### config.mk
export PLATFORM = sky130hd
export DESIGN_NAME = blk_ring_buf
export DESIGN_NICKNAME = d
export VERILOG_FILES = /design/src/rtl/blk_ring_pkg.sv /design/src/rtl/blk_ring_ram.sv /design/src/rtl/blk_ring_wr_ctrl.sv /design/src/rtl/blk_ring_rd_ctrl.sv /design/src/rtl/blk_ring_buf.sv
export SDC_FILE = /design/constraint.sdc
export NUM_CORES = 1
export LEC_CHECK = 0
export ABC_AREA = 1
export BUFFER_PORTS_ARGS = -buffer_cell sky130_fd_sc_hd__buf_2
export CAP_MARGIN = 15
export CORE_AREA = 5 5 185 187
export DETAILED_ROUTE_END_ITERATION = 6
export DIE_AREA = 0 0 190 192
export PLACE_DENSITY = 0.69
export SLEW_MARGIN = 40
export SYNTH_ARGS = -nofsm -noshare
export SYNTH_HDL_FRONTEND = slang
export SYNTH_SLANG_ARGS = --single-unit
### constraint.sdc
create_clock -name clk -period 8.07 [get_ports clk]
set_input_delay 2.421 -clock clk [delete_from_list [all_inputs] [get_ports clk]]
set_output_delay 2.421 -clock clk [all_outputs]
set_load 0.02 [all_outputs]
### src/rtl/blk_ring_pkg.sv
package blk_ring_pkg;

   typedef enum logic [1:0] {
      UNLD_IDLE  = 2'd0,
      UNLD_FETCH = 2'd1,
      UNLD_DRAIN = 2'd2
   } unld_state_e;

   function automatic bit is_pow2(input int v);
      return (v > 0) && ((v & (v - 1)) == 0);
   endfunction

endpackage

### src/rtl/blk_ring_ram.sv
module blk_ring_ram #(
   parameter int WIDTH = 16,
   parameter int DEPTH = 16,
   localparam int AW   = $clog2(DEPTH)
) (
   input  logic             clk,
   input  logic             wen,
   input  logic [AW-1:0]    waddr,
   input  logic [WIDTH-1:0] wdata,
   input  logic             ren,
   input  logic [AW-1:0]    raddr,
   output logic [WIDTH-1:0] rdata
);

   logic [WIDTH-1:0] store [DEPTH];

   // write-only port
   always_ff @(posedge clk) begin
      if (wen) store[waddr] <= wdata;
   end

   // read-only port, one cycle of latency
   always_ff @(posedge clk) begin
      if (ren) rdata <= store[raddr];
   end

endmodule

### src/rtl/blk_ring_wr_ctrl.sv
module blk_ring_wr_ctrl #(
   parameter int NUM_SLOTS = 4,
   parameter int BLK_ITEMS = 4,
   localparam int SLOT_W   = $clog2(NUM_SLOTS),
   localparam int PTR_W    = SLOT_W + 1,
   localparam int IDX_W    = $clog2(BLK_ITEMS),
   localparam int CNT_W    = $clog2(BLK_ITEMS + 1),
   localparam int AW       = $clog2(NUM_SLOTS * BLK_ITEMS)
) (
   input  logic              clk,
   input  logic              rst_n,
   input  logic              wr_valid,
   input  logic              wr_last,
   input  logic              space_ok,
   output logic              ram_we,
   output logic [AW-1:0]     ram_waddr,
   output logic [PTR_W-1:0]  wptr,
   output logic              commit,
   input  logic [SLOT_W-1:0] cnt_slot,
   output logic [CNT_W-1:0]  cnt_val
);

   localparam logic [IDX_W-1:0] LAST_IDX = IDX_W'(BLK_ITEMS - 1);

   logic [IDX_W-1:0] fill_idx;
   logic [CNT_W-1:0] cnt_q [NUM_SLOTS];
   logic             take;

   assign take      = wr_valid && space_ok;
   assign commit    = take && ((fill_idx == LAST_IDX) || wr_last);
   assign ram_we    = take;
   assign ram_waddr = AW'(int'(wptr[SLOT_W-1:0]) * BLK_ITEMS + int'(fill_idx));
   assign cnt_val   = cnt_q[cnt_slot];

   always_ff @(posedge clk) begin
      if (!rst_n) begin
         fill_idx <= '0;
         wptr     <= '0;
      end else if (commit) begin
         fill_idx <= '0;
         wptr     <= wptr + PTR_W'(1);
      end else if (take) begin
         fill_idx <= fill_idx + IDX_W'(1);
      end
   end

   // per-slot valid item count, written when a block is committed
   generate
      for (genvar s = 0; s < NUM_SLOTS; s++) begin : g_cnt
         always_ff @(posedge clk) begin
            if (!rst_n)
               cnt_q[s] <= '0;
            else if (commit && (wptr[SLOT_W-1:0] == SLOT_W'(s)))
               cnt_q[s] <= CNT_W'(fill_idx) + CNT_W'(1);
         end
      end
   endgenerate

   // a block can never hold more items than a slot has lanes
   assert_fill_bound_R2: assert property (@(posedge clk) disable iff (!rst_n)
      (take && !commit) |=> (fill_idx != '0))
      else $error("fill index wrapped without a commit");

endmodule

### src/rtl/blk_ring_rd_ctrl.sv
module blk_ring_rd_ctrl
   import blk_ring_pkg::*;
#(
   parameter int DATA_W    = 16,
   parameter int NUM_SLOTS = 4,
   parameter int BLK_ITEMS = 4,
   localparam int SLOT_W   = $clog2(NUM_SLOTS),
   localparam int PTR_W    = SLOT_W + 1,
   localparam int IDX_W    = $clog2(BLK_ITEMS),
   localparam int CNT_W    = $clog2(BLK_ITEMS + 1),
   localparam int AW       = $clog2(NUM_SLOTS * BLK_ITEMS)
) (
   input  logic                        clk,
   input  logic                        rst_n,
   input  logic                        rd_req,
   input  logic                        blk_present,
   output logic                        ram_re,
   output logic [AW-1:0]               ram_raddr,
   input  logic [DATA_W-1:0]           ram_rdata,
   input  logic [CNT_W-1:0]            slot_cnt,
   output logic [PTR_W-1:0]            rptr,
   output logic                        release_slot,
   output logic                        rd_busy,
   output logic                        out_valid,
   output logic [BLK_ITEMS*DATA_W-1:0] out_data,
   output logic [CNT_W-1:0]            out_count
);

   localparam logic [IDX_W-1:0] LAST_IDX = IDX_W'(BLK_ITEMS - 1);

   unld_state_e      state;
   logic [IDX_W-1:0] rd_idx;
   logic             cap_valid;
   logic [IDX_W-1:0] cap_idx;

   assign ram_re       = (state == UNLD_FETCH);
   assign ram_raddr    = AW'(int'(rptr[SLOT_W-1:0]) * BLK_ITEMS + int'(rd_idx));
   assign release_slot = cap_valid && (cap_idx == LAST_IDX);
   assign rd_busy      = (state != UNLD_IDLE);

   always_ff @(posedge clk) begin
      if (!rst_n) begin
         state     <= UNLD_IDLE;
         rd_idx    <= '0;
         cap_valid <= 1'b0;
         cap_idx   <= '0;
         out_valid <= 1'b0;
         out_count <= '0;
         rptr      <= '0;
      end else begin
         cap_valid <= ram_re;
         cap_idx   <= rd_idx;
         out_valid <= release_slot;
         if (release_slot) begin
            rptr      <= rptr + PTR_W'(1);
            out_count <= slot_cnt;
         end
         unique case (state)
            UNLD_IDLE: begin
               if (rd_req && blk_present) begin
                  state  <= UNLD_FETCH;
                  rd_idx <= '0;
               end
            end
            UNLD_FETCH: begin
               if (rd_idx == LAST_IDX) state <= UNLD_DRAIN;
               else                    rd_idx <= rd_idx + IDX_W'(1);
            end
            UNLD_DRAIN: begin
               if (release_slot) state <= UNLD_IDLE;
            end
            default: state <= UNLD_IDLE;
         endcase
      end
   end

   // wide output register, one lane per item
   generate
      for (genvar g = 0; g < BLK_ITEMS; g++) begin : g_lane
         logic [DATA_W-1:0] lane_q;
         always_ff @(posedge clk) begin
            if (!rst_n)
               lane_q <= '0;
            else if (cap_valid && (cap_idx == IDX_W'(g)))
               lane_q <= ram_rdata;
         end
         assign out_data[g*DATA_W +: DATA_W] = lane_q;
      end
   endgenerate

   assert_start_needs_block_R9: assert property (@(posedge clk) disable iff (!rst_n)
      $rose(rd_busy) |-> $past(blk_present))
      else $error("unload started with no committed block");

   assert_single_pulse_R4: assert property (@(posedge clk) disable iff (!rst_n)
      out_valid |=> !out_valid)
      else $error("out_valid wider than one cycle");

   assert_count_range_R3: assert property (@(posedge clk) disable iff (!rst_n)
      out_valid |-> (out_count >= CNT_W'(1) && out_count <= CNT_W'(BLK_ITEMS)))
      else $error("block count out of range");

endmodule

### src/rtl/blk_ring_buf.sv
module blk_ring_buf
   import blk_ring_pkg::*;
#(
   parameter int DATA_W    = 16,
   parameter int NUM_SLOTS = 4,
   parameter int BLK_ITEMS = 4,
   localparam int SLOT_W   = $clog2(NUM_SLOTS),
   localparam int PTR_W    = SLOT_W + 1,
   localparam int CNT_W    = $clog2(BLK_ITEMS + 1),
   localparam int DEPTH    = NUM_SLOTS * BLK_ITEMS,
   localparam int AW       = $clog2(DEPTH)
) (
   input  logic                        clk,
   input  logic                        rst_n,
   input  logic                        wr_valid,
   input  logic [DATA_W-1:0]           wr_data,
   input  logic                        wr_last,
   output logic                        wr_ready,
   input  logic                        rd_req,
   output logic                        rd_busy,
   output logic                        out_valid,
   output logic [BLK_ITEMS*DATA_W-1:0] out_data,
   output logic [CNT_W-1:0]            out_count,
   output logic                        buf_full,
   output logic                        buf_empty
);

   initial begin
      assert_param_slots_R6: assert (NUM_SLOTS >= 2 && is_pow2(NUM_SLOTS))
         else $error("NUM_SLOTS must be a power of two, at least 2");
      assert_param_items_R2: assert (BLK_ITEMS >= 2)
         else $error("BLK_ITEMS must be at least 2");
      assert_param_width_R4: assert (DATA_W >= 1)
         else $error("DATA_W must be positive");
   end

   localparam logic [PTR_W-1:0] FULL_OCC = PTR_W'(NUM_SLOTS);

   logic              ram_we, ram_re;
   logic [AW-1:0]     ram_waddr, ram_raddr;
   logic [DATA_W-1:0] ram_rdata;
   logic [PTR_W-1:0]  wptr, rptr, occ;
   logic              commit, release_slot;
   logic [CNT_W-1:0]  slot_cnt;

   // the wrap bit separates a full ring from an empty one
   assign occ       = wptr - rptr;
   assign buf_full  = (occ == FULL_OCC);
   assign buf_empty = (occ == '0);
   assign wr_ready  = !buf_full;

   blk_ring_ram #(.WIDTH(DATA_W), .DEPTH(DEPTH)) u_ram (
      .clk   (clk),
      .wen   (ram_we),
      .waddr (ram_waddr),
      .wdata (wr_data),
      .ren   (ram_re),
      .raddr (ram_raddr),
      .rdata (ram_rdata)
   );

   blk_ring_wr_ctrl #(.NUM_SLOTS(NUM_SLOTS), .BLK_ITEMS(BLK_ITEMS)) u_wr (
      .clk       (clk),
      .rst_n     (rst_n),
      .wr_valid  (wr_valid),
      .wr_last   (wr_last),
      .space_ok  (wr_ready),
      .ram_we    (ram_we),
      .ram_waddr (ram_waddr),
      .wptr      (wptr),
      .commit    (commit),
      .cnt_slot  (rptr[SLOT_W-1:0]),
      .cnt_val   (slot_cnt)
   );

   blk_ring_rd_ctrl #(.DATA_W(DATA_W), .NUM_SLOTS(NUM_SLOTS), .BLK_ITEMS(BLK_ITEMS)) u_rd (
      .clk          (clk),
      .rst_n        (rst_n),
      .rd_req       (rd_req),
      .blk_present  (!buf_empty),
      .ram_re       (ram_re),
      .ram_raddr    (ram_raddr),
      .ram_rdata    (ram_rdata),
      .slot_cnt     (slot_cnt),
      .rptr         (rptr),
      .release_slot (release_slot),
      .rd_busy      (rd_busy),
      .out_valid    (out_valid),
      .out_data     (out_data),
      .out_count    (out_count)
   );

   assert_occ_bound_R6: assert property (@(posedge clk) disable iff (!rst_n)
      occ <= FULL_OCC)
      else $error("occupancy above slot count");

   assert_commit_release_R8: assert property (@(posedge clk) disable iff (!rst_n)
      (commit && release_slot) |=> (occ == $past(occ)))
      else $error("simultaneous commit and release changed occupancy");

   assert_full_holds_R6: assert property (@(posedge clk) disable iff (!rst_n)
      (buf_full && !release_slot) |=> buf_full)
      else $error("full flag dropped without a release");

   assert_commit_visible_R2: assert property (@(posedge clk) disable iff (!rst_n)
      commit |=> !buf_empty)
      else $error("committed block not visible");

endmodule

Word-level counts from Yosys, hierarchy flattened --
Memory sizes are Yosys's and may differ from the RTL's. A register that Yosys moved wholly into a read port is not among the register bits. Cells that the tools add are included.
Word-level totals: bits in writable memories 268, memories kept 2, register bits 80, word-level logic and storage cells 92, bits of input ports 21
Operators by class: equality and inequality tests 15, mux-type cells 26, $add $sub $neg 8, reductions and logical operators 24, bitwise gates (word level) 5
Memories:
- u_ram.store | depth 16, width 16, read ports 1, clocked after Yosys merged registers in 1, write ports 1, line blk_ring_ram.sv:15 | logic [WIDTH-1:0] store [DEPTH];
- u_wr.cnt_q | depth 4, width 3, read ports 1, clocked after Yosys merged registers in 1, write ports 4, line blk_ring_wr_ctrl.sv:26 | logic [CNT_W-1:0] cnt_q [NUM_SLOTS];
Operator list (number):
- $mux W1 | 15
- $eq A2 B2 Y1 const B | 7
- $mux W3 | 4
- $logic_and A1 B1 Y1 | 11
- $mux W2 | 5
- $add A4 B2 Y4 | 2
- $add A3 B1 Y3 const B | 2
- $eq A2 B1 Y1 const B | 3
- $logic_not A2 Y1 | 3
- $pmux W2 S3 | 1
- $reduce_and A3 Y1 | 2
- $add A2 B1 Y2 const B | 2
- $ne A2 B1 Y1 const B | 2
- $ne A2 B2 Y1 const B | 2
- $or A1 B1 Y1 | 4
- $pmux W2 S2 | 1
- $reduce_bool A2 Y1 | 2
- $add A2 B1 Y3 const B | 1
- $eq A3 B3 Y1 const B | 1
- $logic_not A1 Y1 | 3
- $logic_not A3 Y1 | 1
- $sub A3 B3 Y3 | 1
- $reduce_or A2 Y1 | 1
- $logic_or A1 B1 Y1 | 1
- $not A1 Y1 | 1

Depth between registers and ports, before layout --
depth in word-level cells 10, depth in mapped cells 11

By module --
From an unflattened synthesis, not the netlist that was laid out.
Unflattened totals: cells, all modules 1556, area, all modules 15421.0 um^2
By module, submodules not included:
- blk_ring_ram | times used 1, area each 11548.6 um^2, cells each 1074, sequential area each 8167.8 um^2
- blk_ring_rd_ctrl | times used 1, area each 2827.7 um^2, cells each 359, sequential area each 1561.5 um^2
- blk_ring_wr_ctrl | times used 1, area each 917.1 um^2, cells each 94, sequential area each 460.4 um^2
- blk_ring_buf | times used 1, area each 127.6 um^2, cells each 29, sequential area each 0.0 um^2

Worst setup path before layout --
OpenSTA, ideal clock, no wires.
kind input to register, start in wr_valid, end mem u_ram.store[12][0], enable pin, library setup time 0.388 ns, arrival 3.644 ns, slack 4.037 ns, cell stages on the path 5, data required time 7.682 ns, cells stage by stage clkbuf_1 nand2_1 inv_2 nand2_1 nor2_1
On the way: longest elaborated chain between the ends 3
RTL lines:
- start: declaration | line blk_ring_buf.sv:15 | input logic wr_valid,
- $logic_and A1 B1 Y1 | line blk_ring_wr_ctrl.sv:29 | assign take = wr_valid && space_ok;
- $mux W1 | line blk_ring_ram.sv:19 | if (wen) store[waddr] <= wdata;
- $mux W1 (not written as such) | line blk_ring_ram.sv:19
- end: declaration | line blk_ring_ram.sv:15
No other way between the ends.

Worst setup path in the final report --
start reg u_rd.rptr[1], end out wr_ready
On the way: longest elaborated chain between the ends 3
RTL lines:
- start: declaration | line blk_ring_rd_ctrl.sv:21 | output logic [PTR_W-1:0] rptr,
- start signal: assignment | line blk_ring_rd_ctrl.sv:55 | rptr <= rptr + PTR_W'(1);
- $sub A3 B3 Y3 | line blk_ring_buf.sv:47 | assign occ = wptr - rptr;
- $eq A3 B3 Y1 | line blk_ring_buf.sv:48 | assign buf_full = (occ == FULL_OCC);
- $logic_not A1 Y1 | line blk_ring_buf.sv:50 | assign wr_ready = !buf_full;
- end: declaration | line blk_ring_buf.sv:18 | output logic wr_ready,
No other way between the ends.

==> out/metrics.csv <==
metric,value,unit
status,finished clean,
yosysSeqAreaShare,71.1,%
dieHeight,192,um
portBuffers,92,
final_hold_viol_count,0,
multiInputGateArea,3700,um^2
drc,0,
overflow,0,
clock_latency,520,ps
drv_slew,0,
skew,15.9,ps
finalSetupTns,0,ps
avgSynthCellArea,11.5,um^2
row_count,66,
clkTransAtPathRegs,60,ps
vias,9602,
grt_pass1_vias,8994,
synth_top_area_share,59.5,%
clockBufferDepth,3,
setup_viol,0,
synth_most_common_cell,nor2_1,
holdCritPathClass,flop to flop,
p_sw_share,22.9,%
p_leak,5.86,nW
period_minus_slack,5240,ps
die_w,190,um
synth_cell_types,28,
dp_slack,2980,ps
clock.fmax,191,MHz
ys_ff_latch,367,
syn_inst,1243,
dp_hpwl,20400,um
drv_cap,0,
cp-end-kind,output port,
dr.pass1.iters,7,
dr.first_iter.drc_count,903,
start_util,44.4,%
core-area,32300,um^2
cts_inserted_buffers,38,
antenna_found_initial,0,
num-nets-final,1344,
yosysWarningCount,0,
n_antenna_cell,0,
gp_congestion,0.824,
cts_htree_levels,2,
seqPwrFrac,50.0,%
p_int,3.25,mW
ctsResizeCount,0,
synthArstFlopShare,0,%
cts-root-buf,clkbuf_16,
synthFlopType,edfxtp_1,
crit_fanout,21,
p_clk_share,42.5,%
syn2layout_area_growth,14.8,%
slew_headroom,43.3,%
area.sequential,10200,um^2
grt_pass1_wl,52600,um
utilization,50.9,%
power_density,257,nW/um^2
path_class,flop to output port,
yosys-top-cells-count,"nor2_1 (315), edfxtp_1 (284), o21ai_0 (115)",
nFillCells,2746,
syn_nets,1276,
worst_slack,2830,ps
cts_hold_buf,0,
pwr-share-comb,7.5,%
netlist_area,14300,um^2
arrival,2820,ps
hold_slack,471,ps
drtAntennaViolNets,0,
grt_max_degree,104,
synthTopCellsByArea,"edfxtp_1 (60%), dfxtp_1 (12%), nor2_1 (8.3%)",
via_per_inst,5.39,
track_usage,18.3,%
cts.sinks,367,
yosys.area.top_type,edfxtp_1,
start_kind,flop,
cts_setup_buffers,0,
dp.cells,1713,
drt_wl_total,33900,um
rsz0062_at_grt,false,
cts_tree,built,
dieArea,36500,um^2
vdd_drop_max,0.000177,V
p_sw,0.967,mW
required,5650,ps
drive_above_1_share,14.0,%
tightest_slew,849,ps
synth_edf_count,284,
wl_per_cell,19.0,um
instances_no_fill,1782,
ios,93,
period_share,64.9,%
## cell usage in the layout (no fill, tap or decap), drive strengths merged
cell type  synthesis  final
or2                1      1
dfxtp             83     83
nand3             39     39
nand2             89     89
o21bai             3      3
xor2               1      1
clkbuf            46     53
a21boi             1      1
nor3              12     12
a211oi             1      1
o21ai            188    188
o221ai             5      5
ha                12     12
o22ai              3      3
nor2             317    317
bufinv             0      4
o211ai            59     59
clkinv             0     11
nand4              7      7
a21oi             25     25
inv               37     38
edfxtp           284    284
buf               30    104
## sequential cells by signal, indices dropped and copies added, names as in the netlist
register and cells:
u_rd.state 2, u_rd.cap_idx 2, u_wr.wptr 3, u_rd.g_lane.lane_q 64, u_rd.out_valid 1, u_rd.out_count 3, u_rd.cap_valid 1, u_ram.store 256
u_ram.rdata 16, u_rd.rptr 3, u_wr.cnt_q 12, u_rd.rd_idx 2, u_wr.fill_idx 2
## power by group through the flow
stage | clock (mW) | combinational [mW] | sequential, mW
after CTS | 1.82 | 0.317 | 2.11
after detailed placement | 0 | 0.314 | 2.15
after floorplan | 0 | 0.199 | 2.15
final | 1.79 | 0.315 | 2.11
after global routing | 1.90 | 0.350 | 2.11
after global placement | 0 | 0.305 | 2.15
## layer usage
metal  global-route usage, %  vias to the layer above  share of wire (%)
li1                        -                     4522                  -
met1                    27.0                     4631                 45
met2                    28.2                      397                 45
met3                    3.53                       52                8.7
met4                    4.34                        0                1.9
met5                       0                        -                  0
## path summary, 6_finish.rpt
kind	slack [ps]	to	cells after the start	from
setup reg to reg	4530	u_ram.store[15][4]$_DFFE_PP_	9	u_rd.rptr[1]$_SDFFE_PN0N_
hold / removal	470	u_rd.g_lane[3].lane_q[9]$_SDFFE_PN0N_	2	u_rd.g_lane[3].lane_q[9]$_SDFFE_PN0N_
setup / recovery	2830	wr_ready	6	u_rd.rptr[1]$_SDFFE_PN0N_
hold reg to reg	470	u_rd.g_lane[3].lane_q[9]$_SDFFE_PN0N_	2	u_rd.g_lane[3].lane_q[9]$_SDFFE_PN0N_
## area by class of cell
class	instances	area share [%]
sequential	367	62.0
tap	442	3.36
inverter	37	0.867
clock inverter	16	1.13
clock buffer	53	6.72
multi-input combinational	763	22.5
timing repair buffer	104	3.39
## cell families (layout without fill, tap and decap cells)
kind of cell | Yosys count | in the layout | synth area share [%]
AO/OA/AOI/OAI | 285 | 285 | 11.2
flip-flops | 367 | 367 | 71.1
adder cells (fa/ha/maj) | 12 | 12 | 1.05
AND/OR/NAND/NOR | 465 | 465 | 12.9
XOR/XNOR | 1 | 1 | 0.0611
buffers and inverters | 113 | 210 | 3.66
## worst max-delay path, cell delays in order, from the launching register on
cell and delay, ps:
dfxtp_2 630, inv_1 520, ha_1 500, a21oi_1 210, nand2_1 120, nand3_4 130, buf_2 190
## stage by stage
stage,power [mW],area (um^2)
after floorplan,2.35,14300
after global placement,2.45,15100
after detailed placement,2.46,15100
after CTS,4.25,16400
after global routing,4.37,16400
final,4.22,16400
(Power assumes the default switching activity.)
